<file path="src/rtl/smem_pkg.sv">
package smem_pkg;

    typedef enum logic [3:0] {
        ST_IDLE,
        ST_OPC,
        ST_ADDR,
        ST_READ,
        ST_WDATA,
        ST_FILLDATA,
        ST_HOLD,
        ST_SKIP,
        ST_BUSY
    } smem_state_e;

    typedef enum logic [2:0] {
        OP_NONE,
        OP_WRITE,
        OP_ERASE,
        OP_CLEAR_ALL,
        OP_FILL_ALL
    } smem_op_e;

    // opcode field values (decoded by the host protocol)
    localparam logic [1:0] CODE_EXT   = 2'b00;
    localparam logic [1:0] CODE_WRITE = 2'b01;
    localparam logic [1:0] CODE_READ  = 2'b10;
    localparam logic [1:0] CODE_ERASE = 2'b11;

    // sub-command values in the top two address bits of CODE_EXT
    localparam logic [1:0] SUB_LOCK   = 2'b00;
    localparam logic [1:0] SUB_FILL   = 2'b01;
    localparam logic [1:0] SUB_CLEAR  = 2'b10;
    localparam logic [1:0] SUB_UNLOCK = 2'b11;

endpackage

</file>
<file path="src/rtl/smem_sync.sv">
module smem_sync #(
    parameter int STAGES = 2,
    parameter int WIDTH  = 3
) (
    input  logic             clk,
    input  logic             rst_n,
    input  logic [WIDTH-1:0] async_i,
    output logic [WIDTH-1:0] sync_o
);

    genvar g;
    for (g = 0; g < WIDTH; g++) begin : g_bit
        logic [STAGES-1:0] pipe_q;
        always_ff @(posedge clk or negedge rst_n) begin
            if (!rst_n) begin
                pipe_q <= '0;
            end else begin
                pipe_q <= {pipe_q[STAGES-2:0], async_i[g]};
            end
        end
        assign sync_o[g] = pipe_q[STAGES-1];
    end

endmodule

</file>
<file path="src/rtl/smem_busy_timer.sv">
module smem_busy_timer #(
    parameter int CYCLES = 400
) (
    input  logic clk,
    input  logic rst_n,
    input  logic start_i,
    output logic busy_o,
    output logic done_o
);

    localparam int CW = $clog2(CYCLES + 1);

    logic [CW-1:0] cnt_q;

    always_ff @(posedge clk or negedge rst_n) begin
        if (!rst_n) begin
            cnt_q <= '0;
        end else if (start_i && (cnt_q == '0)) begin
            cnt_q <= CW'(CYCLES);
        end else if (cnt_q != '0) begin
            cnt_q <= cnt_q - 1'b1;
        end
    end

    assign busy_o = (cnt_q != '0);
    assign done_o = (cnt_q == CW'(1));

endmodule

</file>
<file path="src/rtl/smem_array.sv">
module smem_array #(
    parameter int ADDR_W = 7,
    parameter int DATA_W = 8,
    parameter int PAGE_W = 4
) (
    input  logic                                 clk,
    input  logic                                 rst_n,
    input  logic [ADDR_W-1:0]                    rd_addr_i,
    output logic [DATA_W-1:0]                    rd_data_o,
    input  logic                                 page_we_i,
    input  logic [ADDR_W-PAGE_W-1:0]             page_base_i,
    input  logic [(1<<PAGE_W)-1:0]               page_mask_i,
    input  logic [(1<<PAGE_W)-1:0][DATA_W-1:0]   page_data_i,
    input  logic                                 erase_i,
    input  logic [ADDR_W-1:0]                    erase_addr_i,
    input  logic                                 fill_i,
    input  logic [DATA_W-1:0]                    fill_data_i
);

    localparam int DEPTH = 1 << ADDR_W;

    logic [DEPTH-1:0][DATA_W-1:0] cells;

    genvar g;
    for (g = 0; g < DEPTH; g++) begin : g_cell
        localparam logic [ADDR_W-1:0] LOC = ADDR_W'(g);
        logic [DATA_W-1:0] q;
        always_ff @(posedge clk or negedge rst_n) begin
            if (!rst_n) begin
                q <= '1;
            end else if (fill_i) begin
                q <= fill_data_i;
            end else if (erase_i && (erase_addr_i == LOC)) begin
                q <= '1;
            end else if (page_we_i && (page_base_i == LOC[ADDR_W-1:PAGE_W])
                         && page_mask_i[LOC[PAGE_W-1:0]]) begin
                q <= page_data_i[LOC[PAGE_W-1:0]];
            end
        end
        assign cells[g] = q;
    end

    assign rd_data_o = cells[rd_addr_i];

endmodule

</file>
<file path="src/rtl/serial_mem_slave.sv">
module serial_mem_slave
    import smem_pkg::*;
#(
    parameter int ADDR_W      = 7,
    parameter int DATA_W      = 8,
    parameter int PAGE_W      = 4,
    parameter int BUSY_CYC    = 400,
    parameter int SYNC_STAGES = 2
) (
    input  logic clk,
    input  logic rst_n,
    input  logic cs_i,
    input  logic sk_i,
    input  logic di_i,
    output logic do_o,
    output logic do_oe_o
);

    localparam int PAGES  = 1 << PAGE_W;
    localparam int BASE_W = ADDR_W - PAGE_W;
    localparam int MAXB   = (ADDR_W > DATA_W) ? ADDR_W : DATA_W;
    localparam int CNT_W  = $clog2(MAXB + 1);

    // ---------------- pin synchronisation ----------------
    logic [2:0] sync_v;
    logic       cs_s, sk_s, di_s, sk_q, sk_rise;

    smem_sync #(.STAGES(SYNC_STAGES), .WIDTH(3)) u_sync (
        .clk     (clk),
        .rst_n   (rst_n),
        .async_i ({cs_i, sk_i, di_i}),
        .sync_o  (sync_v)
    );

    assign cs_s = sync_v[2];
    assign sk_s = sync_v[1];
    assign di_s = sync_v[0];

    always_ff @(posedge clk or negedge rst_n) begin
        if (!rst_n) sk_q <= 1'b0;
        else        sk_q <= sk_s;
    end

    assign sk_rise = sk_s & ~sk_q & cs_s;

    // ---------------- state and datapath registers ----------------
    smem_state_e                    st_q, st_d;
    smem_op_e                       pend_q;
    logic [1:0]                     opc_q;
    logic [ADDR_W-1:0]              addr_q;
    logic [CNT_W-1:0]               bit_cnt;
    logic [DATA_W-1:0]              shreg;
    logic                           do_q;
    logic                           wen_q;
    logic                           rdy_q;
    logic [PAGES-1:0][DATA_W-1:0]   pbuf_q;
    logic [PAGES-1:0]               pmask_q;
    logic [PAGE_W-1:0]              ptr_q;
    logic [BASE_W-1:0]              base_q;
    logic [DATA_W-1:0]              fill_q;

    logic              tmr_busy, tmr_done, launch;
    logic [ADDR_W-1:0] full_addr, rd_addr;
    logic [DATA_W-1:0] rd_data, next_byte;
    logic [1:0]        ext_sel;
    logic              addr_last, data_last;

    assign full_addr = {addr_q[ADDR_W-2:0], di_s};
    assign ext_sel   = full_addr[ADDR_W-1 -: 2];
    assign next_byte = {shreg[DATA_W-2:0], di_s};
    assign addr_last = (bit_cnt == CNT_W'(ADDR_W - 1));
    assign data_last = (bit_cnt == CNT_W'(DATA_W - 1));
    assign launch    = (st_q != ST_BUSY) && !cs_s && wen_q && (pend_q != OP_NONE);
    assign rd_addr   = (st_q == ST_ADDR) ? full_addr : addr_q + 1'b1;

    // ---------------- submodules ----------------
    smem_busy_timer #(.CYCLES(BUSY_CYC)) u_timer (
        .clk     (clk),
        .rst_n   (rst_n),
        .start_i (launch),
        .busy_o  (tmr_busy),
        .done_o  (tmr_done)
    );

    smem_array #(.ADDR_W(ADDR_W), .DATA_W(DATA_W), .PAGE_W(PAGE_W)) u_array (
        .clk          (clk),
        .rst_n        (rst_n),
        .rd_addr_i    (rd_addr),
        .rd_data_o    (rd_data),
        .page_we_i    (launch && (pend_q == OP_WRITE)),
        .page_base_i  (base_q),
        .page_mask_i  (pmask_q),
        .page_data_i  (pbuf_q),
        .erase_i      (launch && (pend_q == OP_ERASE)),
        .erase_addr_i (addr_q),
        .fill_i       (launch && ((pend_q == OP_CLEAR_ALL) || (pend_q == OP_FILL_ALL))),
        .fill_data_i  ((pend_q == OP_CLEAR_ALL) ? {DATA_W{1'b1}} : fill_q)
    );

    // ---------------- state register ----------------
    always_ff @(posedge clk or negedge rst_n) begin
        if (!rst_n) st_q <= ST_IDLE;
        else        st_q <= st_d;
    end

    // ---------------- next state ----------------
    always_comb begin
        st_d = st_q;
        unique case (st_q)
            ST_IDLE:     if (sk_rise && di_s) st_d = ST_OPC;
            ST_OPC:      if (sk_rise && (bit_cnt == CNT_W'(1))) st_d = ST_ADDR;
            ST_ADDR: begin
                if (sk_rise && addr_last) begin
                    case (opc_q)
                        CODE_READ:  st_d = ST_READ;
                        CODE_WRITE: st_d = ST_WDATA;
                        CODE_ERASE: st_d = ST_HOLD;
                        default: begin
                            if (ext_sel == SUB_CLEAR)     st_d = ST_HOLD;
                            else if (ext_sel == SUB_FILL) st_d = ST_FILLDATA;
                            else                          st_d = ST_SKIP;
                        end
                    endcase
                end
            end
            ST_FILLDATA: if (sk_rise && data_last) st_d = ST_HOLD;
            ST_READ, ST_WDATA, ST_HOLD, ST_SKIP: st_d = st_q;
            ST_BUSY:     if (tmr_done) st_d = ST_IDLE;
            default:     st_d = ST_IDLE;
        endcase
        if ((st_q != ST_BUSY) && !cs_s) st_d = launch ? ST_BUSY : ST_IDLE;
    end

    // ---------------- datapath ----------------
    always_ff @(posedge clk or negedge rst_n) begin
        if (!rst_n) begin
            pend_q  <= OP_NONE;
            opc_q   <= '0;
            addr_q  <= '0;
            bit_cnt <= '0;
            shreg   <= '0;
            do_q    <= 1'b0;
            wen_q   <= 1'b0;
            rdy_q   <= 1'b0;
            pbuf_q  <= '0;
            pmask_q <= '0;
            ptr_q   <= '0;
            base_q  <= '0;
            fill_q  <= '0;
        end else if ((st_q != ST_BUSY) && !cs_s) begin
            pend_q  <= OP_NONE;
            pmask_q <= '0;
            bit_cnt <= '0;
        end else begin
            case (st_q)
                ST_IDLE: begin
                    if (sk_rise && di_s) begin
                        rdy_q   <= 1'b0;
                        bit_cnt <= '0;
                        pend_q  <= OP_NONE;
                        pmask_q <= '0;
                    end
                end
                ST_OPC: begin
                    if (sk_rise) begin
                        opc_q   <= {opc_q[0], di_s};
                        bit_cnt <= (bit_cnt == CNT_W'(1)) ? '0 : bit_cnt + 1'b1;
                    end
                end
                ST_ADDR: begin
                    if (sk_rise) begin
                        addr_q <= full_addr;
                        if (addr_last) begin
                            bit_cnt <= '0;
                            case (opc_q)
                                CODE_READ: begin
                                    shreg <= rd_data;
                                    do_q  <= 1'b0;
                                end
                                CODE_WRITE: begin
                                    ptr_q  <= full_addr[PAGE_W-1:0];
                                    base_q <= full_addr[ADDR_W-1:PAGE_W];
                                end
                                CODE_ERASE: pend_q <= OP_ERASE;
                                default: begin
                                    if (ext_sel == SUB_UNLOCK)     wen_q  <= 1'b1;
                                    else if (ext_sel == SUB_LOCK)  wen_q  <= 1'b0;
                                    else if (ext_sel == SUB_CLEAR) pend_q <= OP_CLEAR_ALL;
                                end
                            endcase
                        end else begin
                            bit_cnt <= bit_cnt + 1'b1;
                        end
                    end
                end
                ST_READ: begin
                    if (sk_rise) begin
                        if (bit_cnt == CNT_W'(DATA_W)) begin
                            addr_q  <= addr_q + 1'b1;
                            do_q    <= rd_data[DATA_W-1];
                            shreg   <= {rd_data[DATA_W-2:0], 1'b0};
                            bit_cnt <= CNT_W'(1);
                        end else begin
                            do_q    <= shreg[DATA_W-1];
                            shreg   <= {shreg[DATA_W-2:0], 1'b0};
                            bit_cnt <= bit_cnt + 1'b1;
                        end
                    end
                end
                ST_WDATA: begin
                    if (sk_rise) begin
                        shreg <= next_byte;
                        if (data_last) begin
                            pbuf_q[ptr_q]  <= next_byte;
                            pmask_q[ptr_q] <= 1'b1;
                            ptr_q          <= ptr_q + 1'b1;
                            pend_q         <= OP_WRITE;
                            bit_cnt        <= '0;
                        end else begin
                            bit_cnt <= bit_cnt + 1'b1;
                        end
                    end
                end
                ST_FILLDATA: begin
                    if (sk_rise) begin
                        shreg <= next_byte;
                        if (data_last) begin
                            fill_q  <= next_byte;
                            pend_q  <= OP_FILL_ALL;
                            bit_cnt <= '0;
                        end else begin
                            bit_cnt <= bit_cnt + 1'b1;
                        end
                    end
                end
                ST_BUSY: begin
                    pend_q  <= OP_NONE;
                    pmask_q <= '0;
                    if (tmr_done) rdy_q <= 1'b1;
                end
                default: ;
            endcase
        end
    end

    // ---------------- outputs ----------------
    always_comb begin
        do_oe_o = 1'b0;
        do_o    = 1'b0;
        if (cs_s) begin
            unique case (st_q)
                ST_READ: begin
                    do_oe_o = 1'b1;
                    do_o    = do_q;
                end
                ST_BUSY: begin
                    do_oe_o = 1'b1;
                    do_o    = 1'b0;
                end
                ST_IDLE: begin
                    do_oe_o = rdy_q;
                    do_o    = rdy_q;
                end
                default: ;
            endcase
        end
    end

endmodule

</file>
<file path="config.mk">
export PLATFORM = sky130hd
export DESIGN_NAME = serial_mem_slave
export DESIGN_NICKNAME = d
export VERILOG_FILES = /design/src/rtl/smem_pkg.sv /design/src/rtl/smem_sync.sv /design/src/rtl/smem_busy_timer.sv /design/src/rtl/smem_array.sv /design/src/rtl/serial_mem_slave.sv
export SDC_FILE = /design/constraint.sdc
export NUM_CORES = 2
export LEC_CHECK = 0
export BUFFER_PORTS_ARGS = -buffer_cell sky130_fd_sc_hd__buf_2
export CORE_UTILIZATION = 35
export CTS_BUF_LIST = sky130_fd_sc_hd__clkbuf_4 sky130_fd_sc_hd__clkbuf_8 sky130_fd_sc_hd__clkbuf_16
export DETAILED_ROUTE_END_ITERATION = 16
export GPL_TIMING_DRIVEN = 0
export HOLD_SLACK_MARGIN = 0.1
export PLACE_DENSITY = 0.59
export SLEW_MARGIN = 20
export SYNTH_ARGS = -nofsm -noshare
export SYNTH_HDL_FRONTEND = slang
export SYNTH_HIERARCHICAL = 1
export SYNTH_SLANG_ARGS = --single-unit
export TNS_END_PERCENT = 10
</file>
<file path="constraint.sdc">
create_clock -name clk -period 4.85 [get_ports clk]
set_input_delay 0.485 -clock clk [delete_from_list [all_inputs] [get_ports clk]]
set_output_delay 0.485 -clock clk [all_outputs]
set_load 0.03 [all_outputs]
</file>
==> metrics.md <==
| Metric | Value |
|---|---|
| Status | `finished, violations left` |
| Failing checks | `setup timing` |
| Die ar. | `183000 sq um` |
| Num rows | `155` |
| Setup CP Type | `reg2reg` |
| CTS tree | `built` |
| Area leader, netlist | `dfstp_2` |
| Share of cells above drive strength 1 | `0.399` |
| Fin. Hold Viols | `0` |
| Total CTS buffers | `139` |
| CP Capture Type | `flip-flop` |
| Drc violations | `0` |
| VDD IR max | `278 uV` |
| #FFs+latches synth | `1230` |
| Starting Density | `0.354` |
| Area share of the largest cell type after synthesis | `0.425` |
| Startpoint types | `flip-flop` |
| Synth unique cells | `77` |
| All-Layer GR Usage | `0.348` |
| Worst path arrival time | `5.67 ns` |
| Final worst slack | `-0.128 ns` |
| FMAX | `0.201 GHz` |
| Ys async rst share | `1.00` |
| I/O pins | `7` |
| Peak fanout along the critical path | `10` |
| Power per Cell Area | `387 nW/um^2` |
| Core area | `179000 sq um` |
| Syn avg cell area | `12.1 sq um` |
| Largest net degree at the start of global routing | `132` |
| Synth-to-Final Area Change | `14.6%` |
| CTS Sinks | `1230` |
| Setup TNS Final | `-1.13 ns` |
| EDFF count, synth | `0` |
| Vias/cell | `6.87` |
| Clock Latency Late Sink | `0.82 ns` |
| Top FF cell, synth | `dfstp_2` |
| Post-Syn Area | `63400 sq um` |
| First-pass GRT wire length | `434000 um` |
| Final Power | `28.1 mW` |
| Chip Width | `428 um` |
| Die span in y | `428 um` |
| Vias in the first global route | `51300` |
| Fin crit period | `4.98 ns` |
| Max clock buf depth | `3` |
| P_leak | `26.1 nW` |
| Initial antenna violation count | `43` |
| ANT nets after route | `0` |
| Final Cycle Share | `1.03` |
| Seq pwr share | `0.378` |
| Vias | `54600` |
| Core Util, Final | `0.405` |
| Reg2Reg Setup Slack | `-0.13 ns` |
| Final nets | `5474` |
| Fin. max-slew vios | `0` |
| Max H-tree Level | `4` |
| Drt first-iter violations | `8714` |
| Clock skew | `0.0298 ns` |
| Critical Path Source | `st_q[3]$_DFFE_PN0P_` |
| Slew headroom | `0.00950` |
| Worst min path class | `in2async` |
| RSZ-0062 raised after global routing | `true` |
| Synth area leaders | `dfstp_2 (42%), o2bb2ai_1 (14%), mux4_2 (12%)` |
| Sw frac | `0.318` |
| Critical Path RT | `5.55 ns` |
| Max-Cap Viols | `0` |
| Final wirelength | `322000 um` |
| Syn_nets | `5280` |
| Port Buffers | `6` |
| Seq/Total Area, Yosys | `0.506` |
| Root Driver | `clkbuf_16` |
| Placer congestion estimate | `1.04` |
| Post-DP HPWL | `220000 um` |
| R2R Path Start | `st_q[3]$_DFFE_PN0P_` |
| Routed wire length per instance | `40.6 um` |
| # fillers | `17100` |
| NetSw | `8.95 mW` |
| Syn Inst Count | `5254` |
| Clk slew on worst S/H paths | `0.06 ns` |
| Synthesis Warnings | `6` |
| Clock network fraction of total power | `0.402` |
| Measured slew at the worst slew-check pin | `1.49 ns` |
| Pint | `19.2 mW` |
| Total congestion overflow | `0` |
| Initial DRT Pass Iterations | `8` |
| Final setup viols | `20` |
| Gate power share | `0.220` |
layout make-up:
type                       count  area [sq um]  share of cell area
tap                         2355          2950              0.0406
clock buffer                 209          4320              0.0595
multi-input combinational   3324         28600               0.393
buffer                       680          3240              0.0446
antenna                       35          87.6             0.00121
sequential                  1230         32100               0.442
clock inverter                41           505             0.00696
inverter                      17          63.8            0.000879
timing repair buffer          56           822              0.0113
synth_stat cells (71+ instances only):
library cell  count
clkbuf_2        104
mux4_2          336
o2bb2ai_1      1025
buf_1            78
a21oi_1        1061
dfstp_2        1024
and2_1          131
clkbuf_1        459
dfrtp_1         206
a31o_2           71
nor2_1          176
mux2_2          141
routing by layer:
layer | part of all wire | up-vias | GRT usage
met3 | 0.15 | 1267 | 0.164
met4 | 0.090 | 34 | 0.255
met1 | 0.36 | 27800 | 0.428
li1 | - | 20800 | -
met2 | 0.40 | 4646 | 0.474
met5 | 0.0011 | - | 0.00547
worst paths after layout:
check	endpoint	cells after the start
max	u_array/g_cell[103].q[1]$_DFFE_PN1P_	12
min	pbuf_q[42]$_DFFE_PN0P_	2
max reg2reg	u_array/g_cell[103].q[1]$_DFFE_PN1P_	12
min reg2reg	u_sync/g_bit[1].pipe_q[1]$_DFF_PN0_	0
max in group asynchronous	u_array/g_cell[92].q[4]$_DFFE_PN1P_	6
min in group clk	u_sync/g_bit[0].pipe_q[0]$_DFF_PN0_	2
registers in the layout, summed over array words and instances, names as in the netlist, 2 cells and up:
name,flops
opc_q,2
u_timer/cnt_q,9
u_sync/g_bit.pipe_q,6
addr_q,7
pbuf_q,128
st_q,4
ptr_q,4
fill_q,8
bit_cnt,4
pend_q,3
base_q,3
u_array/g_cell.q,1024
shreg,8
pmask_q,16
cell usage in the layout (no fill, tap or decap), types with 10 or more instances in the layout:
cell and instances:
buf_6 13, a21oi_1 1059, mux2_2 141, clkbuf_16 148, nor2b_1 17, nand2_2 17
a21o_1 60, inv_1 17, dfstp_2 1024, bufinv_16 10, a31o_2 71, ha_1 21
o2bb2ai_1 1025, buf_1 63, mux2_1 12, nand2b_1 13, buf_16 18, mux4_2 336
nand3_1 12, dfrtp_1 206, clkbuf_4 43, clkbuf_1 326, nor2_1 176, buf_2 31
clkinv_2 21, diode_2 35, a31oi_1 18, clkbuf_2 215, clkbuf_8 32, buf_4 35
and2_1 131, nand2_1 39, o21ai_0 25
per-stage QoR:
step	setup slack [ns]	hold slack [ns]	area, sq um	std cells
5_1_grt	-0.113	0.286	72500	7912
6_report	-0.128	0.241	72600	7947
3_5_place_dp	-1.61	0.340	67200	7653
4_1_cts	-0.00315	0.227	72300	7904
3_3_place_gp	-23.58	0.343	66300	7615
2_1_floorplan	0.637	0.189	63400	5254
power by group through the flow:
stage	sequential [mW]	clock [mW]	combinational, mW
after CTS	10.6	11.4	5.80
after detailed placement	10.8	0	5.59
after global placement	10.7	0	5.46
after global routing	10.6	11.8	6.26
after floorplan	10.6	0	3.24
final	10.6	11.3	6.19
worst max-delay path: stages, from the launching register on:
cell       delay (ns)
dfrtp_1          0.38
buf_2            0.21
clkbuf_1         0.24
a21oi_2          0.41
nand2_1          0.16
nor4b_2          0.37
buf_4            0.29
and4b_1          0.74
clkbuf_1         0.73
and2_1           0.22
buf_1            0.49
nor2_1           0.38
o2bb2ai_1        0.22
kinds of logic (layout without fill, tap and decap cells):
logic type	count (synthesis)	after routing	share of synthesized area
AOI/OAI and AO/OA	2313	2313	0.253
buffers and inverters	700	1003	0.0453
muxes	495	495	0.148
other	0	35	0
xor gates and xnor gates	4	4	0.000553
adders and majority gates	21	21	0.00415
DFF	1230	1230	0.506
and+or+nand+nor	491	491	0.0433
timing repair:
| item | CTS | global route |
|---|---|---|
| setup endpoints to repair | 420 | 545 |
| hold endpoints to repair | 80 | 0 |
| resized for setup | 120 | 63 |
| cloned | 0 | 1 |
| hold buffers | 4 | 0 |
| pin swaps | 0 | 1 |
| setup buffers | 0 | 5 |
Power figures use the tool's default switching activity.
